==> config.mk <==
export PLATFORM = sky130hd
export DESIGN_NAME = cfg_loader
export DESIGN_NICKNAME = d
export VERILOG_FILES = /design/src/rtl/cfg_pkg.sv /design/src/rtl/cfg_ctrl.sv /design/src/rtl/cfg_datapath.sv /design/src/rtl/cfg_loader.sv
export SDC_FILE = /design/constraint.sdc
export NUM_CORES = 1
export LEC_CHECK = 0
export BUFFER_PORTS_ARGS = -buffer_cell sky130_fd_sc_hd__clkbuf_2
export CORE_ASPECT_RATIO = 0.75
export CORE_MARGIN = 10
export CORE_UTILIZATION = 55
export CTS_BUF_LIST = sky130_fd_sc_hd__clkbuf_8 sky130_fd_sc_hd__clkbuf_16
export CTS_CLUSTER_SIZE = 28
export DETAILED_ROUTE_END_ITERATION = 10
export GPL_TIMING_DRIVEN = 0
export PLACE_DENSITY = 0.83
export SLEW_MARGIN = 20
export SYNTH_ARGS = -nofsm -noshare
export SYNTH_HDL_FRONTEND = slang
export SYNTH_HIERARCHICAL = 1
export SYNTH_SLANG_ARGS = --single-unit
==> constraint.sdc <==
create_clock -name clk -period 3.1 [get_ports clk]
set_clock_uncertainty 0.05 [all_clocks]
set_input_delay 0.155 -clock clk [delete_from_list [all_inputs] [get_ports clk]]
set_output_delay 0.155 -clock clk [all_outputs]
set_load 0.01 [all_outputs]
==> src/rtl/cfg_pkg.sv <==
package cfg_pkg;
  typedef struct packed {
    logic parPass;
    logic shiftEn;
    logic serXfer;
  } cfgStrobe_t;
endpackage

==> src/rtl/cfg_ctrl.sv <==
module cfg_ctrl
  import cfg_pkg::*;
(
  input  logic       clk,
  input  logic       rstN,
  input  logic       pLoadN,
  input  logic       sClk,
  input  logic       sLoad,
  output cfgStrobe_t strobe
);
  logic sClkQ, sLoadQ;
  logic sClkRise, sLoadRise;

  always_ff @(posedge clk or negedge rstN) begin
    if (!rstN) begin
      sClkQ  <= 1'b0;
      sLoadQ <= 1'b0;
    end else begin
      sClkQ  <= sClk;
      sLoadQ <= sLoad;
    end
  end

  assign sClkRise  = sClk & ~sClkQ;
  assign sLoadRise = sLoad & ~sLoadQ;

  always_comb begin
    strobe.parPass = ~pLoadN;
    strobe.shiftEn = pLoadN & sClkRise;
    strobe.serXfer = pLoadN & (sLoadRise | (sLoad & sClkRise));
  end


  par_ser_excl_chk: assert property (@(posedge clk) disable iff (!rstN)
    $onehot0({strobe.parPass, strobe.serXfer}));
endmodule

==> src/rtl/cfg_datapath.sv <==
module cfg_datapath
  import cfg_pkg::*;
#(
  parameter int M_W      = 9,
  parameter int N_W      = 2,
  parameter int T_W      = 2,
  parameter int MIN_M    = 8,
  parameter int MAX_M    = 28,
  parameter int M_RST    = 20,
  parameter bit REG_TEST = 1'b0
) (
  input  logic           clk,
  input  logic           rstN,
  input  cfgStrobe_t     ctl,
  input  logic           pLoadN,
  input  logic [M_W-1:0] mPins,
  input  logic [N_W-1:0] nPins,
  input  logic           sData,
  input  logic           mDivIn,
  input  logic           halfOutIn,
  output logic [M_W-1:0] mVal,
  output logic [N_W-1:0] nVal,
  output logic [T_W-1:0] tVal,
  output logic           testOut,
  output logic           mOutOfRange
);
  localparam int FW     = T_W + 1 + N_W + M_W;
  localparam int N_LO   = M_W;
  localparam int T_LO   = M_W + N_W + 1;

  logic [FW-1:0]  shReg, shNext;
  logic [M_W-1:0] mReg;
  logic [N_W-1:0] nReg;
  logic [T_W-1:0] tReg;
  logic           testSel;

  assign shNext = ctl.shiftEn ? {shReg[FW-2:0], sData} : shReg;

  always_ff @(posedge clk or negedge rstN) begin
    if (!rstN) begin
      shReg <= '0;
      mReg  <= M_W'(M_RST);
      nReg  <= '0;
      tReg  <= '0;
    end else begin
      shReg <= shNext;
      if (ctl.parPass) begin
        mReg <= mPins;
        nReg <= nPins;
      end else if (ctl.serXfer) begin
        mReg <= shNext[M_W-1:0];
        nReg <= shNext[N_LO +: N_W];
        tReg <= shNext[T_LO +: T_W];
      end
    end
  end

  always_comb begin
    unique case (tReg[1:0])
      2'b00:   testSel = 1'b0;
      2'b01:   testSel = sData;
      2'b10:   testSel = mDivIn;
      default: testSel = halfOutIn;
    endcase
    if (!pLoadN) testSel = 1'b0;
  end

  generate
    if (REG_TEST) begin : g_testReg
      always_ff @(posedge clk or negedge rstN) begin
        if (!rstN) testOut <= 1'b0;
        else       testOut <= testSel;
      end
    end else begin : g_testComb
      assign testOut = testSel;
    end
  endgenerate

  assign mVal        = mReg;
  assign nVal        = nReg;
  assign tVal        = tReg;
  assign mOutOfRange = (int'(mReg) < MIN_M) || (int'(mReg) > MAX_M);


  par_capture_chk: assert property (@(posedge clk) disable iff (!rstN)
    ctl.parPass |=> (mReg == $past(mPins)) && (nReg == $past(nPins)));

  hold_stable_chk: assert property (@(posedge clk) disable iff (!rstN)
    (!ctl.parPass && !ctl.serXfer) |=> $stable({mReg, nReg, tReg}));

  shift_in_chk: assert property (@(posedge clk) disable iff (!rstN)
    ctl.shiftEn |=> shReg[0] == $past(sData));

  xfer_fields_chk: assert property (@(posedge clk) disable iff (!rstN)
    (ctl.serXfer && !ctl.shiftEn) |=>
      (mReg == $past(shReg[M_W-1:0])) && (nReg == $past(shReg[N_LO +: N_W]))
      && (tReg == $past(shReg[T_LO +: T_W])));
endmodule

==> src/rtl/cfg_loader.sv <==
module cfg_loader
  import cfg_pkg::*;
#(
  parameter int M_W   = 9,
  parameter int N_W   = 2,
  parameter int T_W   = 2,
  parameter int MIN_M = 8,
  parameter int MAX_M = 28,
  parameter int M_RST = 20
) (
  input  logic           clk,
  input  logic           rstN,
  input  logic           pLoadN,
  input  logic [M_W-1:0] mPins,
  input  logic [N_W-1:0] nPins,
  input  logic           sClk,
  input  logic           sData,
  input  logic           sLoad,
  input  logic           mDivIn,
  input  logic           halfOutIn,
  output logic [M_W-1:0] mVal,
  output logic [N_W-1:0] nVal,
  output logic [T_W-1:0] tVal,
  output logic           testOut,
  output logic           mOutOfRange
);
  cfgStrobe_t strobe;

  cfg_ctrl u_ctrl (
    .clk(clk), .rstN(rstN), .pLoadN(pLoadN),
    .sClk(sClk), .sLoad(sLoad), .strobe(strobe)
  );

  cfg_datapath #(
    .M_W(M_W), .N_W(N_W), .T_W(T_W), .MIN_M(MIN_M), .MAX_M(MAX_M),
    .M_RST(M_RST), .REG_TEST(1'b0)
  ) u_dp (
    .clk(clk), .rstN(rstN), .ctl(strobe), .pLoadN(pLoadN),
    .mPins(mPins), .nPins(nPins), .sData(sData),
    .mDivIn(mDivIn), .halfOutIn(halfOutIn),
    .mVal(mVal), .nVal(nVal), .tVal(tVal),
    .testOut(testOut), .mOutOfRange(mOutOfRange)
  );
endmodule

==> insert_results.sql <==
INSERT INTO impl_metrics (metric_group, metric, value, unit) VALUES
('synth', 'post-synth-top-count-cell', 'sky130_fd_sc_hd__dfrtp_1', ''),
('timing', 'timing_hold_violations_final', '0', ''),
('synth', 'synthesized_area_fraction_occupied_by_ao_oa_aoi_and_oai_cells', '9.92', '%'),
('finish', 'fin_cells', '173', ''),
('setup_path', 'crit_end_category', 'flop', ''),
('floorplanning', 'die_x', '76.1', 'µm'),
('synth', 'synthesis.area', '1300', 'µm²'),
('clock_network', 'cts_sink_cnt', '29', ''),
('global_routing', 'antenna_found_initial', '0', ''),
('finish', 'area.sequential', '728', 'µm²'),
('timing', 'timing.slew.headroom', '53.5', '%'),
('timing', 'fmax', '0.493', 'GHz'),
('clock_network', 'cts_root_buf', 'sky130_fd_sc_hd__clkbuf_8', ''),
('synth', 'syn-num-nets', '114', ''),
('global_routing', 'grt.overflow.total', '0', ''),
('run_status', 'result_of_the_run', 'finished clean', ''),
('synth', 'synthesis.yosys.warnings', '6', ''),
('floorplanning', 'coreArea', '2270', 'µm²'),
('synth', 'synth-adder-area-share', '0', '%'),
('clock_network', 'numCtsBuffers', '5', ''),
('timing', 'final.min_clock_period', '2.03', 'ns'),
('finish', 'insertedDiodeCount', '0', ''),
('timing', 'period_share', '65.4', '%'),
('clock_network', 'clock_insertion_delay_worst_skew', '0.28', 'ns'),
('timing', 'final-max-slew-violation-count', '0', ''),
('synth', 'post_synth.cell_area_avg', '13.7', 'µm²'),
('floorplanning', 'num_ports', '34', ''),
('synth', 'synth.yosys.seq_area_share', '56.1', '%'),
('placement', 'placement.io_buffers', '33', ''),
('synth', 'synth.area.mux_share', '17.2', '%'),
('synth', 'synth_top_area_share', '52.0', '%'),
('synth', 'ys_seq_elements', '29', ''),
('clock_network', 'clk_path_buf_depth', '2', ''),
('synth', 'synth_area_in_simple_gates', '14.4', '%'),
('clock_network', 'cts_tree', 'built', ''),
('drt', 'antenna_violating_nets_post_route', '0', ''),
('setup_path', 'cp.arrival', '2.14', 'ns'),
('power', 'p_leak', '0.828', 'nW'),
('setup_path', 'crit_path_required_time', '3.21', 'ns'),
('synth', 'post_synth_main_area_contributors', 'sky130_fd_sc_hd__dfrtp_1 (52%), sky130_fd_sc_hd__mux2_4 (10%), sky130_fd_sc_hd__a211o_1 (6.1%)', ''),
('finish', 'fin_util', '71.6', '%'),
('synth', 'ys.flop_type', 'sky130_fd_sc_hd__dfrtp_1', ''),
('synth', 'post_synth_top_area_cell', 'sky130_fd_sc_hd__dfrtp_1', ''),
('drt', 'wire_per_inst', '17.5', 'µm'),
('setup_path', 'reg2reg_setup_slack', '1.19', 'ns'),
('power', 'power_density', '615', 'nW/µm²'),
('setup_path', 'worstReg2RegEnd', 'u_dp/tVal[1]', ''),
('finish', 'nNetsFinal', '157', ''),
('drt', 'wl', '3030', 'µm'),
('clock_network', 'clk_transition_reported_paths', '0.05', 'ns'),
('finish', 'flow.area_growth_from_synthesis', '25.2', '%'),
('synth', 'post_synth_inst_count', '95', ''),
('power', 'max_ir_drop_vdd', '333', 'µV'),
('flow_run', 'cap_viol_max_count', '0', ''),
('floorplanning', 'placement_rows', '15', ''),
('synth', 'ys_top_cells_by_count', 'sky130_fd_sc_hd__dfrtp_1 (27), sky130_fd_sc_hd__and2_1 (11), sky130_fd_sc_hd__a211o_1 (9), sky130_fd_sc_hd__mux2_4 (9), sky130_fd_sc_hd__nor3b_1 (9)', ''),
('drt', 'routed-via-count', '938', ''),
('setup_path', 'crit_end', 'u_dp/tVal[1]', ''),
('synth', 'ys_async_sr_fraction', '100', '%'),
('placement', 'placed_cells_incl_taps', '162', ''),
('clock_network', 'cts_htree_levels', '2', ''),
('timing', 'grt_setup_unrepaired', 'no', ''),
('setup_path', 'worst_r2r_startpoint', 'u_ctrl/sClkQ', ''),
('timing', 'worst_pin_slew', '0.698', 'ns'),
('finish', 'fillerInstances', '158', ''),
('floorplanning', 'die_area', '4730', 'µm²'),
('synth', 'number_of_enable_flip_flop_cells_after_synthesis', '0', ''),
('finish', 'multiInputGateArea', '539', 'µm²'),
('setup_path', 'worst-path-max-fanout', '10', ''),
('global_routing', 'first_global_vias', '1056', ''),
('global_routing', 'grtUsageTotal', '13.6', '%');
[worst max-delay path, stage by stage]
cell                            delay, ns
sky130_fd_sc_hd__dlygate4sd3_1       0.53
sky130_fd_sc_hd__clkbuf_2            0.14
sky130_fd_sc_hd__nand2b_4            0.06
sky130_fd_sc_hd__nor2_1              0.40
sky130_fd_sc_hd__buf_6               0.25
sky130_fd_sc_hd__mux2_4              0.33
sky130_fd_sc_hd__mux2_2              0.27
[kinds of logic after synthesis]
kind of cell,Yosys count
compound gates,15
mux,17
simple gates,28
flops,29
buf+inv,6
[flip-flops by register name (all words and copies together), names as in the netlist]
name and count:
u_ctrl/sClkQ 1, u_ctrl/sLoadQ 1, u_dp/mVal 9, u_dp/nVal 2, u_dp/shReg 14, u_dp/tVal 2
[where the power goes]
group,switching (mW),leakage (nW),total [mW],internal (mW)
sequential,0.0421,0.365,0.495,0.453
clock,0.131,0.0538,0.305,0.174
combinational,0.0837,0.409,0.201,0.117
[per-stage QoR]
| stage | worst slack (ns) | hold slack [ns] | power, mW |
|---|---|---|---|
| final | 1.07 | 0.118 | 1.00 |
| after global routing | 1.02 | 0.108 | 1.05 |
| after CTS | 1.08 | 0.109 | 1.01 |
| after detailed placement | 1.21 | 0.178 | 0.698 |
| after global placement | 1.27 | 0.176 | 0.691 |
| after floorplan | 1.41 | -0.191 | 0.628 |
[placed cells by master, fill, tap and decap left out, drive strengths merged, types with 2 or more instances in the layout]
cell	n
a211o	9
a221o	2
and2	11
buf	2
clkbuf	42
dfrtp	27
dfstp	2
dlygate4sd3	3
inv	3
mux2	16
nand2	2
nor2	2
nor3b	9
[area by class of cell]
type,instances,share of cell area [%]
Sequential cell,29,44.8
Multi-Input combinational cell,60,33.2
Timing Repair Buffer,36,12.0
Clock buffer,6,5.08
Tap cell,34,2.62
Buffer,5,1.69
Clock inverter,2,0.462
Inverter,1,0.231
[timing repair]
action	in CTS	in global routing
gates resized for setup	0	0
hold buffers	3	0
endpoints found under the hold margin	29	0
setup buffers	0	0
[layer usage]
layer,wire length (µm),share of wire (%),track usage [%],vias to the layer above
met3,187,6.2,6.18,4
li1,-,-,-,429
met1,1260,42,14.6,471
met4,23,0.76,5.80,0
met2,1560,52,23.6,34
met5,0,0,0,-
[worst min path at each step]
stage                     start            end  slack (ns)  cells past startpoint
final                     sData  u_dp/shReg[0]        0.12                      2
after global routing      sData  u_dp/shReg[0]        0.11                      2
after CTS                 sData  u_dp/shReg[0]        0.11                      2
after detailed placement   rstN   u_ctrl/sClkQ        0.18                      1
after global placement     rstN   u_ctrl/sClkQ        0.18                      1
after floorplan            rstN   u_ctrl/sClkQ       -0.19                      0
(Power assumes the default switching activity.)
